[config.mk]
export PLATFORM = sky130hd
export DESIGN_NAME = cfgp_bridge
export DESIGN_NICKNAME = d
export VERILOG_FILES = /design/src/rtl/cfgp_pkg.sv /design/src/rtl/cfgp_decode.sv /design/src/rtl/cfgp_addr_reg.sv /design/src/rtl/cfgp_bridge.sv
export SDC_FILE = /design/constraint.sdc
export NUM_CORES = 1
export LEC_CHECK = 0
export BUFFER_PORTS_ARGS = -buffer_cell sky130_fd_sc_hd__buf_2
export CORE_ASPECT_RATIO = 0.6
export CORE_MARGIN = 1.5
export CORE_UTILIZATION = 51
export DETAILED_ROUTE_END_ITERATION = 8
export GPL_ROUTABILITY_DRIVEN = 0
export GPL_TIMING_DRIVEN = 1
export PLACE_DENSITY = 0.75
export SKIP_CTS_REPAIR_TIMING = 1
export SYNTH_ARGS = -nofsm -noshare
export SYNTH_HDL_FRONTEND = slang
export SYNTH_HIERARCHICAL = 1
export SYNTH_SLANG_ARGS = --single-unit
[constraint.sdc]
create_clock -name clk -period 4 [get_ports clk]
set_clock_uncertainty 0.2 [all_clocks]
set_input_delay 0.4 -clock clk [delete_from_list [all_inputs] [get_ports clk]]
set_output_delay 0.4 -clock clk [all_outputs]
set_load 0.05 [all_outputs]
[src/rtl/cfgp_pkg.sv]
package cfgp_pkg;

  localparam int CFG_BUS_W   = 8;
  localparam int CFG_DEVFN_W = 8;
  localparam int CFG_REG_W   = 6;

  localparam logic [1:0] SZ_BYTE  = 2'd0;
  localparam logic [1:0] SZ_WORD  = 2'd1;
  localparam logic [1:0] SZ_DWORD = 2'd2;

  typedef enum logic [2:0] {
    AC_NONE, AC_AREG, AC_LEGACY, AC_DATA, AC_DROP
  } acc_e;

  typedef enum logic [2:0] {
    ST_IDLE, ST_TREQ, ST_TWAIT, ST_LREQ, ST_LWAIT, ST_DONE
  } fsm_e;

  // Mask of the valid right-justified data bits for an access size.
  function automatic logic [31:0] size_mask(input logic [1:0] sz);
    case (sz)
      SZ_BYTE: size_mask = 32'h0000_00FF;
      SZ_WORD: size_mask = 32'h0000_FFFF;
      default: size_mask = 32'hFFFF_FFFF;
    endcase
  endfunction

  // True when the access size fits its byte offset inside the dword.
  function automatic logic lane_ok(input logic [1:0] sz, input logic [1:0] off);
    case (sz)
      SZ_BYTE:  lane_ok = 1'b1;
      SZ_WORD:  lane_ok = (off[0] == 1'b0);
      SZ_DWORD: lane_ok = (off == 2'd0);
      default:  lane_ok = 1'b0;
    endcase
  endfunction

  function automatic logic [3:0] lane_be(input logic [1:0] sz, input logic [1:0] off);
    case (sz)
      SZ_BYTE: lane_be = 4'b0001 << off;
      SZ_WORD: lane_be = 4'b0011 << off;
      default: lane_be = 4'b1111;
    endcase
  endfunction

  // Right-justified I/O data moved into its byte lanes.
  function automatic logic [31:0] place(input logic [31:0] w, input logic [1:0] sz,
                                        input logic [1:0] off);
    place = (w & size_mask(sz)) << {off, 3'b000};
  endfunction

  // Lane data from the dword moved back to bit 0.
  function automatic logic [31:0] pick(input logic [31:0] r, input logic [1:0] sz,
                                       input logic [1:0] off);
    pick = (r >> {off, 3'b000}) & size_mask(sz);
  endfunction

endpackage

[src/rtl/cfgp_decode.sv]
module cfgp_decode
  import cfgp_pkg::*;
#(
  parameter int             AW        = 16,
  parameter logic [AW-1:0]  ADDR_PORT = 16'h0CF8,
  parameter logic [AW-1:0]  DATA_PORT = 16'h0CFC
) (
  input  logic          clk,
  input  logic          rst_n,
  input  logic [AW-1:0] io_addr,
  input  logic [1:0]    io_size,
  input  logic          io_rd,
  input  logic          io_wr,
  input  logic          cfg_en,
  output acc_e          kind,
  output logic [3:0]    be
);

  logic       active;
  logic       at_aport;
  logic       at_dport;
  logic [1:0] off;

  assign active   = io_rd | io_wr;
  assign off      = io_addr[1:0];
  assign at_aport = (io_addr[AW-1:2] == ADDR_PORT[AW-1:2]);
  assign at_dport = (io_addr[AW-1:2] == DATA_PORT[AW-1:2]);
  assign be       = lane_be(io_size, off);

  always_comb begin
    kind = AC_NONE;
    if (active) begin
      if (at_aport) begin
        kind = (io_size == SZ_DWORD && off == 2'd0) ? AC_AREG : AC_LEGACY;
      end else if (at_dport) begin
        kind = (cfg_en && lane_ok(io_size, off)) ? AC_DATA : AC_DROP;
      end
    end
  end

  // a forwarded access always has a contiguous, size-matched lane set
  a_r5_be_shape: assert property (@(posedge clk) disable iff (!rst_n)
    (kind == AC_DATA) |-> (be inside {4'b0001, 4'b0010, 4'b0100, 4'b1000,
                                      4'b0011, 4'b1100, 4'b1111}));

  // a misaligned data-port access is never forwarded
  a_r11_no_misaligned_fwd: assert property (@(posedge clk) disable iff (!rst_n)
    (at_dport && active && io_size == SZ_WORD && off[0]) |-> (kind == AC_DROP));

endmodule

[src/rtl/cfgp_addr_reg.sv]
module cfgp_addr_reg
  import cfgp_pkg::*;
(
  input  logic                   clk,
  input  logic                   rst_n,
  input  logic                   ld,
  input  logic [31:0]            wdata,
  output logic                   en,
  output logic [CFG_BUS_W-1:0]   bus,
  output logic [CFG_DEVFN_W-1:0] devfn,
  output logic [CFG_REG_W-1:0]   regno,
  output logic [31:0]            image
);

  always_ff @(posedge clk or negedge rst_n) begin
    if (!rst_n) begin
      en    <= 1'b0;
      bus   <= '0;
      devfn <= '0;
      regno <= '0;
    end else if (ld) begin
      en    <= wdata[31];
      bus   <= wdata[23:16];
      devfn <= wdata[15:8];
      regno <= wdata[7:2];
    end
  end

  assign image = {en, 7'b0, bus, devfn, regno, 2'b00};

  // without a dword load the latched address never moves
  a_r3_hold_without_load: assert property (@(posedge clk) disable iff (!rst_n)
    !ld |=> $stable(image));

  // a load is visible in the readback image on the next cycle
  a_r2_load_visible: assert property (@(posedge clk) disable iff (!rst_n)
    ld |=> (image[31] == $past(wdata[31]) && image[23:2] == $past(wdata[23:2])));

endmodule

[src/rtl/cfgp_bridge.sv]
module cfgp_bridge
  import cfgp_pkg::*;
#(
  parameter int             AW        = 16,
  parameter logic [AW-1:0]  ADDR_PORT = 16'h0CF8,
  parameter logic [AW-1:0]  DATA_PORT = 16'h0CFC
) (
  input  logic          clk,
  input  logic          rst_n,
  input  logic [AW-1:0] io_addr,
  input  logic [1:0]    io_size,
  input  logic          io_rd,
  input  logic          io_wr,
  input  logic [31:0]   io_wdata,
  output logic [31:0]   io_rdata,
  output logic          io_done,
  output logic          tgt_req,
  output logic          tgt_wr,
  output logic [7:0]    tgt_bus,
  output logic [7:0]    tgt_devfn,
  output logic [5:0]    tgt_reg,
  output logic [3:0]    tgt_be,
  output logic          tgt_type1,
  output logic [31:0]   tgt_wdata,
  input  logic [31:0]   tgt_rdata,
  input  logic          tgt_ack,
  output logic          lg_req,
  output logic          lg_wr,
  output logic [AW-1:0] lg_addr,
  output logic [1:0]    lg_size,
  output logic [31:0]   lg_wdata,
  input  logic [31:0]   lg_rdata,
  input  logic          lg_ack
);

  acc_e                   kind;
  logic [3:0]             dec_be;
  logic                   cfg_en;
  logic [CFG_BUS_W-1:0]   cfg_bus;
  logic [CFG_DEVFN_W-1:0] cfg_devfn;
  logic [CFG_REG_W-1:0]   cfg_regno;
  logic [31:0]            cfg_image;
  logic                   areg_ld;
  fsm_e                   state;
  logic [1:0]             size_q;
  logic [1:0]             off_q;
  logic                   done_tgt;

  // Named events for the assertions
  logic                   ev_accept;
  logic                   ev_tgt_ack;

  cfgp_decode #(.AW(AW), .ADDR_PORT(ADDR_PORT), .DATA_PORT(DATA_PORT)) u_decode (
    .clk    (clk),
    .rst_n  (rst_n),
    .io_addr(io_addr),
    .io_size(io_size),
    .io_rd  (io_rd),
    .io_wr  (io_wr),
    .cfg_en (cfg_en),
    .kind   (kind),
    .be     (dec_be)
  );

  cfgp_addr_reg u_areg (
    .clk  (clk),
    .rst_n(rst_n),
    .ld   (areg_ld),
    .wdata(io_wdata),
    .en   (cfg_en),
    .bus  (cfg_bus),
    .devfn(cfg_devfn),
    .regno(cfg_regno),
    .image(cfg_image)
  );

  assign ev_accept  = (state == ST_IDLE) && (kind != AC_NONE);
  assign ev_tgt_ack = ((state == ST_TREQ) || (state == ST_TWAIT)) && tgt_ack;
  assign areg_ld    = (state == ST_IDLE) && (kind == AC_AREG) && io_wr;

  assign tgt_req = (state == ST_TREQ);
  assign lg_req  = (state == ST_LREQ);
  assign io_done = (state == ST_DONE);

  always_ff @(posedge clk or negedge rst_n) begin
    if (!rst_n) begin
      state     <= ST_IDLE;
      io_rdata  <= '0;
      size_q    <= '0;
      off_q     <= '0;
      done_tgt  <= 1'b0;
      tgt_wr    <= 1'b0;
      tgt_bus   <= '0;
      tgt_devfn <= '0;
      tgt_reg   <= '0;
      tgt_be    <= '0;
      tgt_type1 <= 1'b0;
      tgt_wdata <= '0;
      lg_wr     <= 1'b0;
      lg_addr   <= '0;
      lg_size   <= '0;
      lg_wdata  <= '0;
    end else begin
      case (state)
        ST_IDLE: begin
          done_tgt <= 1'b0;
          case (kind)
            AC_AREG: begin
              io_rdata <= cfg_image;
              state    <= ST_DONE;
            end
            AC_LEGACY: begin
              lg_wr    <= io_wr;
              lg_addr  <= io_addr;
              lg_size  <= io_size;
              lg_wdata <= io_wdata;
              state    <= ST_LREQ;
            end
            AC_DATA: begin
              tgt_wr    <= io_wr;
              tgt_bus   <= cfg_bus;
              tgt_devfn <= cfg_devfn;
              tgt_reg   <= cfg_regno;
              tgt_be    <= dec_be;
              tgt_type1 <= (cfg_bus != '0);
              tgt_wdata <= place(io_wdata, io_size, io_addr[1:0]);
              size_q    <= io_size;
              off_q     <= io_addr[1:0];
              state     <= ST_TREQ;
            end
            AC_DROP: begin
              io_rdata <= '1;
              state    <= ST_DONE;
            end
            default: state <= ST_IDLE;
          endcase
        end
        ST_TREQ, ST_TWAIT: begin
          if (tgt_ack) begin
            io_rdata <= pick(tgt_rdata, size_q, off_q);
            done_tgt <= 1'b1;
            state    <= ST_DONE;
          end else begin
            state <= ST_TWAIT;
          end
        end
        ST_LREQ, ST_LWAIT: begin
          if (lg_ack) begin
            io_rdata <= lg_rdata;
            state    <= ST_DONE;
          end else begin
            state <= ST_LWAIT;
          end
        end
        default: begin
          done_tgt <= 1'b0;
          state    <= ST_IDLE;
        end
      endcase
    end
  end

  // the request strobe lasts exactly one cycle
  a_r4_req_pulse: assert property (@(posedge clk) disable iff (!rst_n)
    tgt_req |=> !tgt_req);

  // request fields agree with the latched configuration address
  a_r4_fields_match: assert property (@(posedge clk) disable iff (!rst_n)
    tgt_req |-> (tgt_bus == cfg_bus && tgt_devfn == cfg_devfn && tgt_reg == cfg_regno));

  // the legacy strobe lasts exactly one cycle
  a_r3_lg_pulse: assert property (@(posedge clk) disable iff (!rst_n)
    lg_req |=> !lg_req);

  // completion is a single-cycle pulse
  a_r9_done_pulse: assert property (@(posedge clk) disable iff (!rst_n)
    io_done |=> !io_done);

  // a target-path completion follows a sampled ack
  a_r9_done_after_ack: assert property (@(posedge clk) disable iff (!rst_n)
    (io_done && done_tgt) |-> $past(ev_tgt_ack));

  // with the enable bit clear no request is launched
  a_r10_no_req_disabled: assert property (@(posedge clk) disable iff (!rst_n)
    (ev_accept && !cfg_en) |=> !tgt_req);

endmodule

==> results of run 1 <==
[final cells by class]
| type | instances | area (sq um) | share of cell area |
|---|---|---|---|
| Inverter | 12 | 45.04 | 0.003866 |
| Sequential cell | 173 | 4330 | 0.3717 |
| Multi-Input combinational cell | 602 | 4833 | 0.4148 |
| Clock buffer | 20 | 466.7 | 0.04006 |
| Clock inverter | 12 | 137.6 | 0.01181 |
| Antenna cell | 1 | 2.502 | 0.0002148 |
| Timing Repair Buffer | 284 | 1528 | 0.1311 |
| Tap cell | 246 | 307.8 | 0.02642 |
[cell usage in the layout (no fill, tap or decap), drive strengths merged, types with 4 or more instances in the layout]
cell type  netlist  routed
mux2i           33      33
clkinv           0       5
conb             1       9
clkinvlp         0       4
o221a            8       8
nand2           71      71
nor2b            6       6
nor2            23      23
dfrtp          173     173
mux2           130     130
o2bb2ai          8       8
nor3            14      14
o22a             8       8
inv             12      13
o32a             8       8
nor4             4       4
a22oi           16      16
o21ai           77      77
or3              8       8
nand2b          17      17
a2bb2oi         16      16
a41oi           15      15
o211ai           9       9
a21oi            4       4
a211oi          24      24
a21o            26      26
nand4            8       8
o311a           16      16
clkbuf          37      20
buf             76     283
a211o            8       8
a31oi           11      11
[cells by family (layout without fill, tap and decap cells)]
| logic type | after synthesis | after routing | synth area share |
|---|---|---|---|
| AOI/OAI and AO/OA | 261 | 261 | 0.1963 |
| xor gates and xnor gates | 2 | 2 | 0.001775 |
| buffers and inverters | 125 | 328 | 0.07719 |
| DFF | 173 | 173 | 0.4385 |
| muxes | 163 | 163 | 0.2004 |
| other | 1 | 10 | 0.0003799 |
| and+or+nand+nor | 167 | 167 | 0.08543 |
[worst min-delay path by stage]
stage          cells past startpoint           end  slack (ns)
2_1_floorplan                      0   io_rdata[0]        -0.1
3_3_place_gp                       1    lg_addr[8]        0.26
3_5_place_dp                       1   lg_addr[10]        0.26
4_1_cts                            1   lg_addr[10]       -0.19
5_1_grt                            2  lg_wdata[28]       0.009
6_report                           2  lg_wdata[28]       0.004
[power groups by stage]
stage | clock network (mW) | registers [mW] | logic [mW]
2_1_floorplan | 0 | 2.58 | 1.37
3_3_place_gp | 0 | 2.14 | 2.39
3_5_place_dp | 0 | 2.14 | 2.43
4_1_cts | 1.72 | 2.11 | 2.44
5_1_grt | 1.80 | 2.14 | 2.63
6_report | 1.71 | 2.12 | 2.46
[metal layers]
layer  up-vias  global-route usage  routed length (microns)
li1       3687                   -                        -
met1      4047              0.4602                    14030
met2       423              0.4038                    12310
met3        34             0.08771                     3067
met4         0             0.06336                      361
met5         -                   0                        0
[cells in the mapped netlist, types with 16 or more instances]
master,instances,area [sq um]
a211oi_1,24,180.2
a21o_1,25,187.7
a22oi_1,16,120.1
a2bb2oi_1,16,140.1
buf_2,24,120.1
buf_4,34,255.2
clkbuf_1,36,135.1
dfrtp_1,173,4329
mux2_2,78,878.3
mux2_4,49,735.7
mux2i_1,33,330.3
nand2_1,71,266.5
nand2b_1,17,106.4
nor2_1,23,86.33
o21ai_0,77,385.4
o311a_1,16,160.2
[metrics by stage]
stage | setup WS, ns | std cells | hold slack (ns) | util
finish | 0.7643 | 1350 | 0.004150 | 0.6138
floorplan | 0.7454 | 900 | -0.09559 | -
global route | 0.5963 | 1349 | 0.008545 | 0.6137
detailed placement | 0.2901 | 1316 | 0.2605 | 0.5813
CTS | 0.7470 | 1348 | -0.1930 | 0.6131
global placement | 0.3636 | 1316 | 0.2568 | 0.5813
[worst register-to-register path, cell delays in order (launching register included)]
cell and delay [ns]:
dfrtp_1 0.45, nor2b_1 0.17, a221oi_1 0.42, and2_1 0.30, nor4_4 0.07, nand2_1 0.13, or2_4 0.80, mux2_2 0.51
==> flow_summary.yaml, run 1 <==
outcome:
  status: "complete, no violations"
floorplan:
  die_x_microns: 182.6
  rows: 39
  start_util: 0.5201
  num_io_pins: 266
  die_area_sq_um: 20230
  fp.coreArea_sq_um: 18980
  die_y_microns: 110.8
global_route:
  overflow: 0
  grt_max_degree: 71
  grt_pass1_vias: 7632
  grt_use_total: 0.2968
  antenna_found_initial: 1
  grt_pass1_wl_mm: 45.90
pwr:
  switching_share: 0.4094
  power_switching_mw: 2.576
  pwr-share-clk: 0.272
  seqPwrFrac: 0.337
  pwr-share-comb: 0.392
  p_leak_nw: 5.883
  power_density_nw_per_um2: 539.9
  intPower_mw: 3.715
  ir_drop_mv: 0.3271
  finalPower_mw: 6.290
critical_path:
  crit_chain: "buf_2 > or4_4 > or4_4 > nor3_1 > buf_4 > and4b_1 > mux2_2"
  critPathMaxStageDelay_ns: 0.94
  start_kind: "input pin"
  r2r_slack_ns: 0.84
  crit_start: "io_addr[13]"
  path_buf_inv: 2
  r2r-end: "lg_size[1]"
  slowest_stage: "and4b_1"
  arrival_ns: 3.34
  cp_max_fo: 23
  critPathTopFamily: "simple AND/OR/NAND/NOR gates"
  rr_worst_depth: 7
  critPathCaptureType: "register"
  crit_path_end: "u_areg/bus[4]"
  reg2reg_from: "u_areg/en"
  worst-setup-path-type: "input pin to register"
  cp_common_cell: "or4_4"
  required_ns: 4.11
  worstSetupPathDepth: 7
sta:
  slew_headroom: 0.2024
  rsz0062_at_grt: "false"
  worstMarginPinSlew_ns: 1.196
  fin_crit_ns: 3.236
  fin_setup_tns_ns: 0
  maxSlewViolCount: 0
  finalCritPeriodShare: 0.8089
  fmax_mhz: 309.1
  finalHoldViolations: 0
  setup_viol: 0
cts:
  cts_tree: "done"
  path_clk_slew_ns: 0.07
  numCtsBuffers: 17
  clockBufferDepth: 2
  htree_levels: 4
  cts_root_buffer: "clkbuf_16"
  clkLatencyLatePin_ns: 0.43
  cts_sinks: 173
yosys:
  mappedNetlistArea_sq_um: 9872
  ys_warn_count: 6
  ys_seq_area_frac: 0.4385
  ys_types: 59
  synthCells: 892
  avgSynthCellArea_sq_um: 11.07
  async_reset_ff_frac: 1.000
  ys_ff_latch: 173
  synth_edf_count: 0
  ys.flop_type: "dfrtp_1"
cells_and_area:
  largestRegisters: "io_rdata: 32 flops, lg_wdata: 32 flops, tgt_wdata: 32 flops"
  design_area_sq_um: 11650
  fillers: 1571
  fin_nets: 1210
  drive_gt1_frac: 0.4216
  synthToLayoutAreaGrowth_pct: 18.02
job:
  max_cap_viol_count: 0
detailed_routing:
  vias_per_cell: 6.067
  remaining_drc_errors: 0
  num_vias: 8191
  drtIter0Drc: 685
  wire_per_inst_microns: 22.05
  ant_nets: 0
  dr.pass1.iters: 5
  wirelength_mm: 29.77
hold_path:
  worstHoldStart: "io_wdata[28]"
  hold_path.class: "input pin to register"
placed_design:
  dpl_cell_area_sq_um: 11030
  io_buffers: 265
  hpwl_mm: 21.31
(Power assumes the default switching activity.)
==> run 2: changes to the inputs <==
- ABC_AREA: default -> 1
- PLACE_DENSITY: 0.75 -> 0.76
- clock period: 4 -> 3.34 ns (I/O delays scaled with it)
==> run 2 against run 1 <==
Against the previous run: the flow now finishes with violations (hold timing); utilization is 3.6 points higher; first-iteration DRC count is 41% higher; synthesized cell count rose by 42%; critical path type unchanged; global-route usage is 2.4 points higher.
==> flow_summary.yaml, run 2 <==
cells_and_area:
  mostFrequentLayoutCell: "nand2_1"
  fillers: 1594
  layout_common_cells: "533 x nand2_1, 264 x buf_2, 173 x dfrtp_1"
  synthToLayoutAreaGrowth_pct: 23.26
  multi_input_area_sq_um: 3882
  seqCellArea_sq_um: 4329
  fin_nets: 1626
  antennaDiodeCount: 0
  drive_gt1_frac: 0.2306
  largestRegisters: "io_rdata: 32 flops, lg_wdata: 32 flops, tgt_wdata: 32 flops"
cts:
  cts_sinks: 173
  path_clk_slew_ns: 0.07
  numCtsBuffers: 17
  cts_tree: "done"
  clockBufferDepth: 2
  clkLatencyLatePin_ns: 0.43
  htree_levels: 4
  cts_root_buffer: "clkbuf_16"
yosys:
  ys.flop_type: "dfrtp_1"
  synthTopCellsByArea: "dfrtp_1 47%, nand2_1 22%, nand3_1 9.0%, inv_1 4.2%, o21ai_0 3.7%"
  synth_top_family_by_area: "simple AND/OR/NAND/NOR gates"
  mappedNetlistArea_sq_um: 9155
  synth_simple_gate_area_frac: 0.3419
  yosysMostFrequentCell: "nand2_1"
  synth_area_leader_cell: "dfrtp_1"
  ys_warn_count: 6
  yosysTopAreaCellShare: 0.4729
  synth_fa_ha_area_frac: 0
  ys_ff_latch: 173
  synth_compound_gate_area_share: 0.07790
  ys_seq_area_frac: 0.4729
  muxShareOfSynthArea: 0
  synth_edf_count: 0
  async_reset_ff_frac: 1.000
  ys_types: 32
  synthCells: 1263
  avgSynthCellArea_sq_um: 7.249
  yosys-top-cells-count: "533 x nand2_1, 173 x dfrtp_1, 164 x nand3_1, 102 x inv_1, 67 x o21ai_0"
  synth_xor_area_frac: 0
pwr:
  finalPower_mw: 6.515
  ir_drop_mv: 0.3988
  p_leak_nw: 6.651
  power_density_nw_per_um2: 577.3
critical_path:
  start_kind: "input pin"
  arrival_ns: 3.25
  worst-setup-path-type: "input pin to register"
  cp_max_fo: 16
  critPathCaptureType: "register"
  required_ns: 3.49
global_route:
  overflow: 0
  grt_use_total: 0.3206
  grt_pass1_wl_mm: 45.95
  grt_max_degree: 71
  antenna_found_initial: 0
  grt_pass1_vias: 8226
placed_design:
  io_buffers: 265
  hpwl_mm: 21.55
sta:
  slew_headroom: 0.4415
  finalHoldViolations: 5
  maxSlewViolCount: 0
  fmax_mhz: 322.3
  finalCritPeriodShare: 0.9289
  holdWs_ns: -0.01889
  fin_setup_tns_ns: 0
  fin_crit_ns: 3.102
  setup_viol: 0
  worstMarginPinSlew_ns: 0.8365
  rsz0062_at_grt: "false"
detailed_routing:
  vias_per_cell: 5.341
  drtIter0Drc: 965
  ant_nets: 0
  wirelength_mm: 30.02
  wire_per_inst_microns: 17.14
  dr.pass1.iters: 6
  num_vias: 9357
  remaining_drc_errors: 0
job:
  max_cap_viol_count: 0
floorplan:
  num_io_pins: 266
  fp.coreArea_sq_um: 17360
  start_util: 0.5274
  die_area_sq_um: 18790
  die_y_microns: 106.8
  rows: 37
  die_x_microns: 176.0
hold_path:
  hold_path.class: "input pin to register"
outcome:
  violations: "hold timing"
  status: "finished with violations"
-- run 2: changes by cell type after synthesis, sizes merged, moves of 16 or more --
cell / change
a211oi: -24
a21o: -26
a22oi: -16
a2bb2oi: -16
inv: +98
mux2: -130
mux2i: -33
nand2: +470
nand2b: -17
nand3: +162
o311a: -16
-- run 2: kinds of logic (layout without fill, tap and decap cells) --
logic type      after synthesis  in the layout
simple gates                752            752
buf+inv                     212            459
compound gates              125            125
other cells                   1              9
flops                       173            173
-- run 2: critical path, cell delays in order --
cell           delay [ns]
dlygate4sd3_1        0.54
buf_2                0.12
nand2_1              0.07
nand3b_1             0.17
nor2_1               0.20
nand2_1              0.11
a21oi_1              0.27
nand3_1              0.18
nor2_4               0.18
buf_4                0.25
nand2_1              0.39
inv_1                0.26
nand2_1              0.08
o211ai_1             0.09
-- run 2: path summary, 6_finish.rpt --
path	start	end	slack, ns	cells after the start
worst max-delay path	io_addr[10]	tgt_wdata[19]	0.24	14
worst min-delay path	io_wdata[2]	u_areg/regno[0]	-0.02	3
worst max register to register	u_areg/en	tgt_wdata[19]	0.65	10
worst min register to register	lg_wdata[5]	lg_wdata[5]	0.27	2
max in group asynchronous	rst_n	lg_wdata[5]	1.87	3
min in group asynchronous	rst_n	io_rdata[20]	0.25	2
-- run 2: layout make-up --
class | count | share of cell area
Clock inverter | 13 | 0.009646
Tap cell | 234 | 0.02595
Clock buffer | 18 | 0.03892
Timing Repair Buffer | 317 | 0.1609
Sequential cell | 173 | 0.3836
Multi-Input combinational cell | 886 | 0.3441
Inverter | 111 | 0.03692
-- run 2: power breakdown --
part | internal, mW | total, mW | leakage, nW | switching [mW]
registers | 2.26 | 2.36 | 2.37 | 0.0943
clock network | 0.987 | 1.89 | 0.267 | 0.901
logic | 0.548 | 2.27 | 4.02 | 1.72
total | 3.80 | 6.51 | 6.65 | 2.72
-- run 2: metrics by stage --
step                      instances  worst slack (ns)  hold slack [ns]    util  instance area, sq um
after global routing           1752           0.04871         0.001693  0.6500                 11280
after floorplan                1271             1.039          -0.1616       -                  9185
final                          1752            0.2376         -0.01889  0.6500                 11280
after CTS                      1725            0.6920          -0.3026  0.6345                 11010
after global placement         1694            0.5890           0.1671  0.6029                 10470
after detailed placement       1694            0.4236           0.1637  0.6029                 10470
-- run 2: routing by layer --
metal  GRT usage  wire, microns  vias to the layer above
met5           0              0                        -
met4     0.08547            544                        0
met3     0.09681           3473                       52
met2      0.4190          11950                      531
met1      0.5027          14050                     4354
li1            -              -                     4420
